--- config.mk ---
export PLATFORM = sky130hd
export DESIGN_NAME = usb_irq_aggregator
export DESIGN_NICKNAME = d
export VERILOG_FILES = /design/src/rtl/usb_irq_pkg.sv /design/src/rtl/irq_group_or.sv /design/src/rtl/setup_flag.sv /design/src/rtl/ep0_ctl_reg.sv /design/src/rtl/usb_irq_aggregator.sv
export SDC_FILE = /design/constraint.sdc
export NUM_CORES = 1
export LEC_CHECK = 0
export ABC_AREA = 0
export BUFFER_PORTS_ARGS = -buffer_cell sky130_fd_sc_hd__buf_2
export CORE_ASPECT_RATIO = 1.2
export CORE_MARGIN = 2
export CORE_UTILIZATION = 28
export CTS_CLUSTER_DIAMETER = 60
export DETAILED_ROUTE_END_ITERATION = 10
export PLACE_DENSITY = 0.68
export SETUP_SLACK_MARGIN = 0.3
export SYNTH_ARGS = -nofsm -noshare
export SYNTH_HDL_FRONTEND = slang
export SYNTH_SLANG_ARGS = --single-unit
--- constraint.sdc ---
create_clock -name clk -period 1.3 [get_ports clk]
set_input_delay 0.195 -clock clk [delete_from_list [all_inputs] [get_ports clk]]
set_output_delay 0.195 -clock clk [all_outputs]
set_load 0.1 [all_outputs]
--- src/rtl/usb_irq_pkg.sv ---
`timescale 1ns/1ps
// Shared constants for the USB interrupt aggregator: status bit positions,
// register addresses and the endpoint-0 control field layout.
package usb_irq_pkg;
    localparam int ST_SIE   = 7;
    localparam int ST_EPR   = 6;
    localparam int ST_DMA   = 5;
    localparam int ST_FIFO  = 4;
    localparam int ST_EP0   = 1;
    localparam int ST_SETUP = 0;
    localparam int BYTE_W   = 8;
    localparam logic [BYTE_W-1:0] RSVD_MASK = 8'h0C;

    localparam int CTL_W     = 3;
    localparam int CTL_STALL = 2;
    localparam int CTL_NAK   = 1;
    localparam int CTL_TOG   = 0;
    localparam logic [CTL_W-1:0] CTL_ON_SETUP = 3'b011;

    typedef enum logic [1:0] {
        A_STATUS  = 2'd0,
        A_ENABLE  = 2'd1,
        A_EP0_IN  = 2'd2,
        A_EP0_OUT = 2'd3
    } reg_addr_e;
endpackage

--- src/rtl/irq_group_or.sv ---
`timescale 1ns/1ps
// Reduces one group's raw cause vector under its enable vector to a single
// summary bit. Purely combinational so it stays valid with the clock stopped.
// Assumes raw and enable vectors are of equal width W.
module irq_group_or #(
    parameter int W = 8
) (
    input  logic [W-1:0] raw,
    input  logic [W-1:0] en,
    output logic         hit
);
    // Any enabled cause pending raises the summary.
    assign hit = |(raw & en);
endmodule

--- src/rtl/setup_flag.sv ---
`timescale 1ns/1ps
// Sticky SETUP-received flag: set by a capture pulse, cleared by a
// write-1 request; a capture in the same cycle as a clear wins.
module setup_flag (
    input  logic clk,
    input  logic rst_n,
    input  logic capture,
    input  logic clear,
    output logic flag_q
);
    // Flag update with capture priority over clear.
    always_ff @(posedge clk) begin
        if (!rst_n)       flag_q <= 1'b0;
        else if (capture) flag_q <= 1'b1;
        else if (clear)   flag_q <= 1'b0;
    end
endmodule

--- src/rtl/ep0_ctl_reg.sv ---
`timescale 1ns/1ps
// One endpoint-0 direction control field {stall, NAK, toggle}. Software may
// write it; a SETUP capture forces the fixed post-setup handshake state and
// overrides a write in the same cycle.
module ep0_ctl_reg
    import usb_irq_pkg::*;
(
    input  logic             clk,
    input  logic             rst_n,
    input  logic             setup_cap,
    input  logic             wr_en,
    input  logic [CTL_W-1:0] wdata,
    output logic [CTL_W-1:0] ctl_q
);
    // Control field update: capture beats software write.
    always_ff @(posedge clk) begin
        if (!rst_n)         ctl_q <= '0;
        else if (setup_cap) ctl_q <= CTL_ON_SETUP;
        else if (wr_en)     ctl_q <= wdata;
    end
endmodule

--- src/rtl/usb_irq_aggregator.sv ---
`timescale 1ns/1ps
// Top-level interrupt status/enable for a USB device controller. Builds the
// main status byte from five group summaries plus a sticky SETUP flag, masks
// it with the main enable byte to drive an active-low interrupt, and holds the
// endpoint-0 control fields that a SETUP capture forces. Assumes all inputs
// are synchronous to clk; register reads are combinational and side-effect free.
module usb_irq_aggregator
    import usb_irq_pkg::*;
#(
    parameter int SIE_W  = 8,
    parameter int EPR_W  = 16,
    parameter int DMA_W  = 4,
    parameter int FIFO_W = 4,
    parameter int EP0_W  = 6
) (
    input  logic               clk,
    input  logic               rst_n,
    input  logic [SIE_W-1:0]   sie_raw,
    input  logic [SIE_W-1:0]   sie_en,
    input  logic [EPR_W-1:0]   epr_raw,
    input  logic [EPR_W-1:0]   epr_en,
    input  logic [DMA_W-1:0]   dma_raw,
    input  logic [DMA_W-1:0]   dma_en,
    input  logic [FIFO_W-1:0]  fifo_raw,
    input  logic [FIFO_W-1:0]  fifo_en,
    input  logic [EP0_W-1:0]   ep0_raw,
    input  logic [EP0_W-1:0]   ep0_en,
    input  logic               setup_done,
    input  logic               reg_wr,
    input  logic [1:0]         reg_addr,
    input  logic [BYTE_W-1:0]  reg_wdata,
    output logic [BYTE_W-1:0]  reg_rdata,
    output logic [CTL_W-1:0]   ep0_in_ctl,
    output logic [CTL_W-1:0]   ep0_out_ctl,
    output logic               irq_n
);
    localparam int N_DIR = 2;

    logic              sum_sie, sum_epr, sum_dma, sum_fifo, sum_ep0;
    logic              setup_q;
    logic              clr_setup;
    logic [BYTE_W-1:0] en_q;
    logic [BYTE_W-1:0] stat_vec;
    logic [CTL_W-1:0]  ctl_q [N_DIR];

    irq_group_or #(.W(SIE_W))  u_sum_sie  (.raw(sie_raw),  .en(sie_en),  .hit(sum_sie));
    irq_group_or #(.W(EPR_W))  u_sum_epr  (.raw(epr_raw),  .en(epr_en),  .hit(sum_epr));
    irq_group_or #(.W(DMA_W))  u_sum_dma  (.raw(dma_raw),  .en(dma_en),  .hit(sum_dma));
    irq_group_or #(.W(FIFO_W)) u_sum_fifo (.raw(fifo_raw), .en(fifo_en), .hit(sum_fifo));
    irq_group_or #(.W(EP0_W))  u_sum_ep0  (.raw(ep0_raw),  .en(ep0_en),  .hit(sum_ep0));

    // Write-1-to-clear decode for the SETUP flag.
    assign clr_setup = reg_wr && (reg_addr == A_STATUS) && reg_wdata[ST_SETUP];

    setup_flag u_setup (
        .clk     (clk),
        .rst_n   (rst_n),
        .capture (setup_done),
        .clear   (clr_setup),
        .flag_q  (setup_q)
    );

    // One control field per direction; index 0 is IN, index 1 is OUT.
    for (genvar d = 0; d < N_DIR; d++) begin : g_dir
        localparam logic [1:0] DIR_ADDR = (d == 0) ? A_EP0_IN : A_EP0_OUT;
        ep0_ctl_reg u_ctl (
            .clk       (clk),
            .rst_n     (rst_n),
            .setup_cap (setup_done),
            .wr_en     (reg_wr && (reg_addr == DIR_ADDR)),
            .wdata     (reg_wdata[CTL_W-1:0]),
            .ctl_q     (ctl_q[d])
        );
    end
    assign ep0_in_ctl  = ctl_q[0];
    assign ep0_out_ctl = ctl_q[1];

    // Main enable register; reserved positions are never stored.
    always_ff @(posedge clk) begin
        if (!rst_n)                              en_q <= '0;
        else if (reg_wr && reg_addr == A_ENABLE) en_q <= reg_wdata & ~RSVD_MASK;
    end

    // Assemble the status byte from summaries and the direct flag.
    always_comb begin
        stat_vec           = '0;
        stat_vec[ST_SIE]   = sum_sie;
        stat_vec[ST_EPR]   = sum_epr;
        stat_vec[ST_DMA]   = sum_dma;
        stat_vec[ST_FIFO]  = sum_fifo;
        stat_vec[ST_EP0]   = sum_ep0;
        stat_vec[ST_SETUP] = setup_q;
    end

    // Unregistered interrupt output.
    assign irq_n = ~|(stat_vec & en_q);

    // Combinational read mux.
    always_comb begin
        reg_rdata = '0;
        case (reg_addr)
            A_STATUS:  reg_rdata = stat_vec;
            A_ENABLE:  reg_rdata = en_q;
            A_EP0_IN:  reg_rdata[CTL_W-1:0] = ctl_q[0];
            default:   reg_rdata[CTL_W-1:0] = ctl_q[1];
        endcase
    end
endmodule

==> summary.txt <==
Logic synthesis
  – Post-synthesis sequential area ratio: 26.74%
  – Compound-gate portion of the synthesized area: 33.16%
  – Synth top area cells: dfxtp_1, a22oi_1, a221oi_2
  – Largest family of logic cells by synthesized area: compound AO/OA/AOI/OAI gates
  – Synth Area in XOR/XNOR: 0%
  – Post-Syn Area: 973.4 sq um
  – Top FF cell, synth: dfxtp_1
  – Async SR Flop Fraction: 0%
  – Post-synthesis adder-cell area fraction: 0%
  – Synthesized instance count: 101
  – Synth Area in Simple Gates: 18.38%
  – Syn. warnings: 0
  – Leading area contributor after synthesis: dfxtp_1
  – Syn_area_per_cell: 9.638 sq um
  – Yosys reg bits: 13
  – Syn Nets: 191
  – Post-synthesis mux area share: 14.91%
  – Number of synthesized flops with an enable pin: 0
  – Yosys top cell area share: 26.74%
  – Library cells used by synthesis: 30

Timing
  – Min cycle time layout: 1.542 ns
  – Crit share post-route: 118.6%
  – Layout Skew: 0 ns
  – Final Max Tran Viols: 0
  – Final setup fails: 5
  – Fmax achieved: 0.6487 GHz
  – Setup ws final: -0.2416 ns
  – Hold slack: 0.2055 ns
  – Setup TNS: -0.7814 ns
  – RSZ-0062 raised after global routing: true
  – Final hold violations: 0

Global routing
  – Total GRT Usage: 17.67%
  – Global-route wire length before repair: 5.333 mm
  – Initial antenna violation count: 0
  – Grt ovf: 0
  – Pin count of the biggest net entering global routing: 13
  – Vias in the first global route: 1261

Clocking
  – CTS root buf: clkbuf_8
  – Number of CTS-inserted buffers: 3
  – H-tree depth: 1
  – Clock buffer depth: 2
  – Sink Count: 13
  – CTS tree: built
  – Clock Pin Slew Worst Setup and Hold Paths: 0.06 ns
  – Hold bufs inserted after CTS: 0
  – Clock Latency Late Sink: 0.24 ns

Worst setup path
  – CP Launch Type: register
  – FF-to-FF End: g_dir[0].u_ctl.ctl_q[0]
  – Crit Path Category: register to output pin
  – Critical R2R Launch: g_dir[0].u_ctl.ctl_q[0]
  – Worst Setup EP: irq_n
  – Internal reg-to-reg setup slack: 0.30 ns
  – Arrival time worst endpoint: 1.35 ns
  – CP Data Required Time: 1.11 ns
  – Maximum net fanout on the critical path: 3
  – Critical Path Source: u_setup.flag_q
  – Largest stage delay, worst path: 0.38 ns
  – Critical-path cell list: a222oi_1 > o211a_4 > buf_12
  – Worst Reg-to-Reg Cells: 3
  – Crit. End Element: output pin
  – Slowest cell on crit path: a222oi_1

Finish
  – Synth-to-Final Area Change: 128.9%
  – Layout cell share with drive strength beyond 1: 77.83%
  – # diodes: 0
  – Finished Layout Cells: 258
  – Final #Nets: 312
  – Cell area after layout: 2228 sq um
  – Post-layout util: 66.75%

Detailed routing
  – ANT nets after route: 0
  – Final routed DRC violation total: 0
  – DRT Pass-1 Iters: 4
  – DRT Wirelength: 3.793 mm
  – Routed len/inst: 14.70 um
  – Avg Vias per Cell: 5.081
  – Vias: 1311
  – 1st-iter DRT viols: 37

Die
  – Core area: 3338 sq um
  – Die Height: 68.59 um
  – Top Ports: 105
  – Starting density of the core: 29.16%
  – Row count: 23
  – Die width: 57.83 um
  – Die area: 3966 sq um

Placement
  – Final GP Congestion: 0.7364
  – DP HPWL: 2.697 mm
  – Worst Setup Slack post-DPL: -0.2508 ns
  – Cells after DPL: 247
  – I/O Buffers: 102
  – Post-DP Area: 1798 sq um

Status
  – Status: finished with violations
  – Failing checks: setup timing

Power
  – PD cells: 737.7 nW/um^2
  – Switching share of power: 36.78%
  – NetSw: 604.6 uW
  – Max IR drop VDD: 0.0006292 V
  – Share of power burned in registers: 26.1%
  – Int Power: 1.039 mW
  – Clock Power Share: 21.9%
  – Tot Pwr: 1.644 mW
  – LEAKAGE: 1.009 nW
  – Combinational share of power: 52.0%

Worst hold path
  – Hold Path Class: input port to register

Flow run
  – Max cap viols: 0
[how the worst min path moves through the flow]
stage | start | to | depth (start not counted)
final | reg_wdata[5] | en_q[5] | 3
after global routing | reg_wdata[4] | en_q[4] | 3
after CTS | reg_wdata[5] | en_q[5] | 3
after detailed placement | reg_wdata[2] | g_dir[0].u_ctl.ctl_q[2] | 3
after global placement | reg_wdata[2] | g_dir[0].u_ctl.ctl_q[2] | 3
after floorplan | setup_done | g_dir[0].u_ctl.ctl_q[0] | 1
[registers in the layout, indices dropped and copies added (netlist names)]
signal             flops
en_q                   6
g_dir.u_ctl.ctl_q      6
u_setup.flag_q         1
[power by group through the flow]
stage                     registers [mW]  clock network, mW  logic (mW)
after floorplan                    0.508                  0       0.363
after global placement             0.435                  0       0.694
after detailed placement           0.436                  0       0.700
after CTS                          0.431              0.367       0.821
after global routing               0.432              0.395       0.894
final                              0.430              0.360       0.854
[layout by cell type (no fill, tap or decap), drive strengths merged, types with 2 or more instances in the layout]
cell type / instances
dfxtp: 13
nor2: 6
mux2i: 4
mux4: 2
clkinv: 2
a21boi: 6
nand2: 9
nand3: 10
a22o: 4
buf: 122
o21a: 4
nor2b: 3
clkbuf: 3
a21oi: 5
a22oi: 12
mux2: 4
a221oi: 4
[critical path, delay by kind of cell, from the launching register on]
kind	cells	cell delay, ns
flops	1	0.33
buf+inv	1	0.17
compound gates	2	0.61
[kinds of logic after synthesis]
family                 count (synthesis)
DFF                                   13
muxes                                 10
and+or+nand+nor                       31
AOI/OAI and AO/OA                     38
buffers and inverters                  8
other                                  1
[synth_stat cells, types with 2 or more instances]
| master | number |
|---|---|
| dfxtp_1 | 13 |
| a22oi_1 | 10 |
| nand2_1 | 9 |
| nand3_1 | 8 |
| a21boi_0 | 6 |
| nor2_1 | 6 |
| a21oi_1 | 5 |
| a221oi_2 | 4 |
| a22o_1 | 4 |
| mux2_4 | 4 |
| mux2i_1 | 4 |
| o21a_1 | 4 |
| buf_6 | 3 |
| a22oi_2 | 2 |
| mux4_2 | 2 |
| nand3_4 | 2 |
| nor2b_1 | 2 |
[routing by layer]
| metal | routed length (um) | GRT usage [%] | vias up | share of wire [%] |
|---|---|---|---|---|
| li1 | - | - | 632 | - |
| met1 | 1199 | 18.03 | 607 | 32 |
| met2 | 2265 | 37.07 | 70 | 60 |
| met3 | 307 | 2.985 | 2 | 8.1 |
| met4 | 19 | 3.488 | 0 | 0.50 |
| met5 | 0 | 0 | - | 0 |
[cell type report]
type / instances / area [sq um]
Tap cell: 37 / 46.29
Multi-Input combinational cell: 80 / 788.3
Inverter: 2 / 20.02
Fill cell: 271 / 1110
Timing Repair Buffer: 122 / 1042
Sequential cell: 13 / 285.3
Clock inverter: 1 / 5.005
Clock buffer: 3 / 41.29
[what timing repair did]
action,4_1_cts,5_1_grt
pin swaps,20,14
endpoints found under the setup margin,18,16
buffers inserted,5,1
gates resized for setup,58,11
hold endpoints to repair,0,0
gates cloned,1,0
No activity file was read; power rests on OpenSTA's default activity.
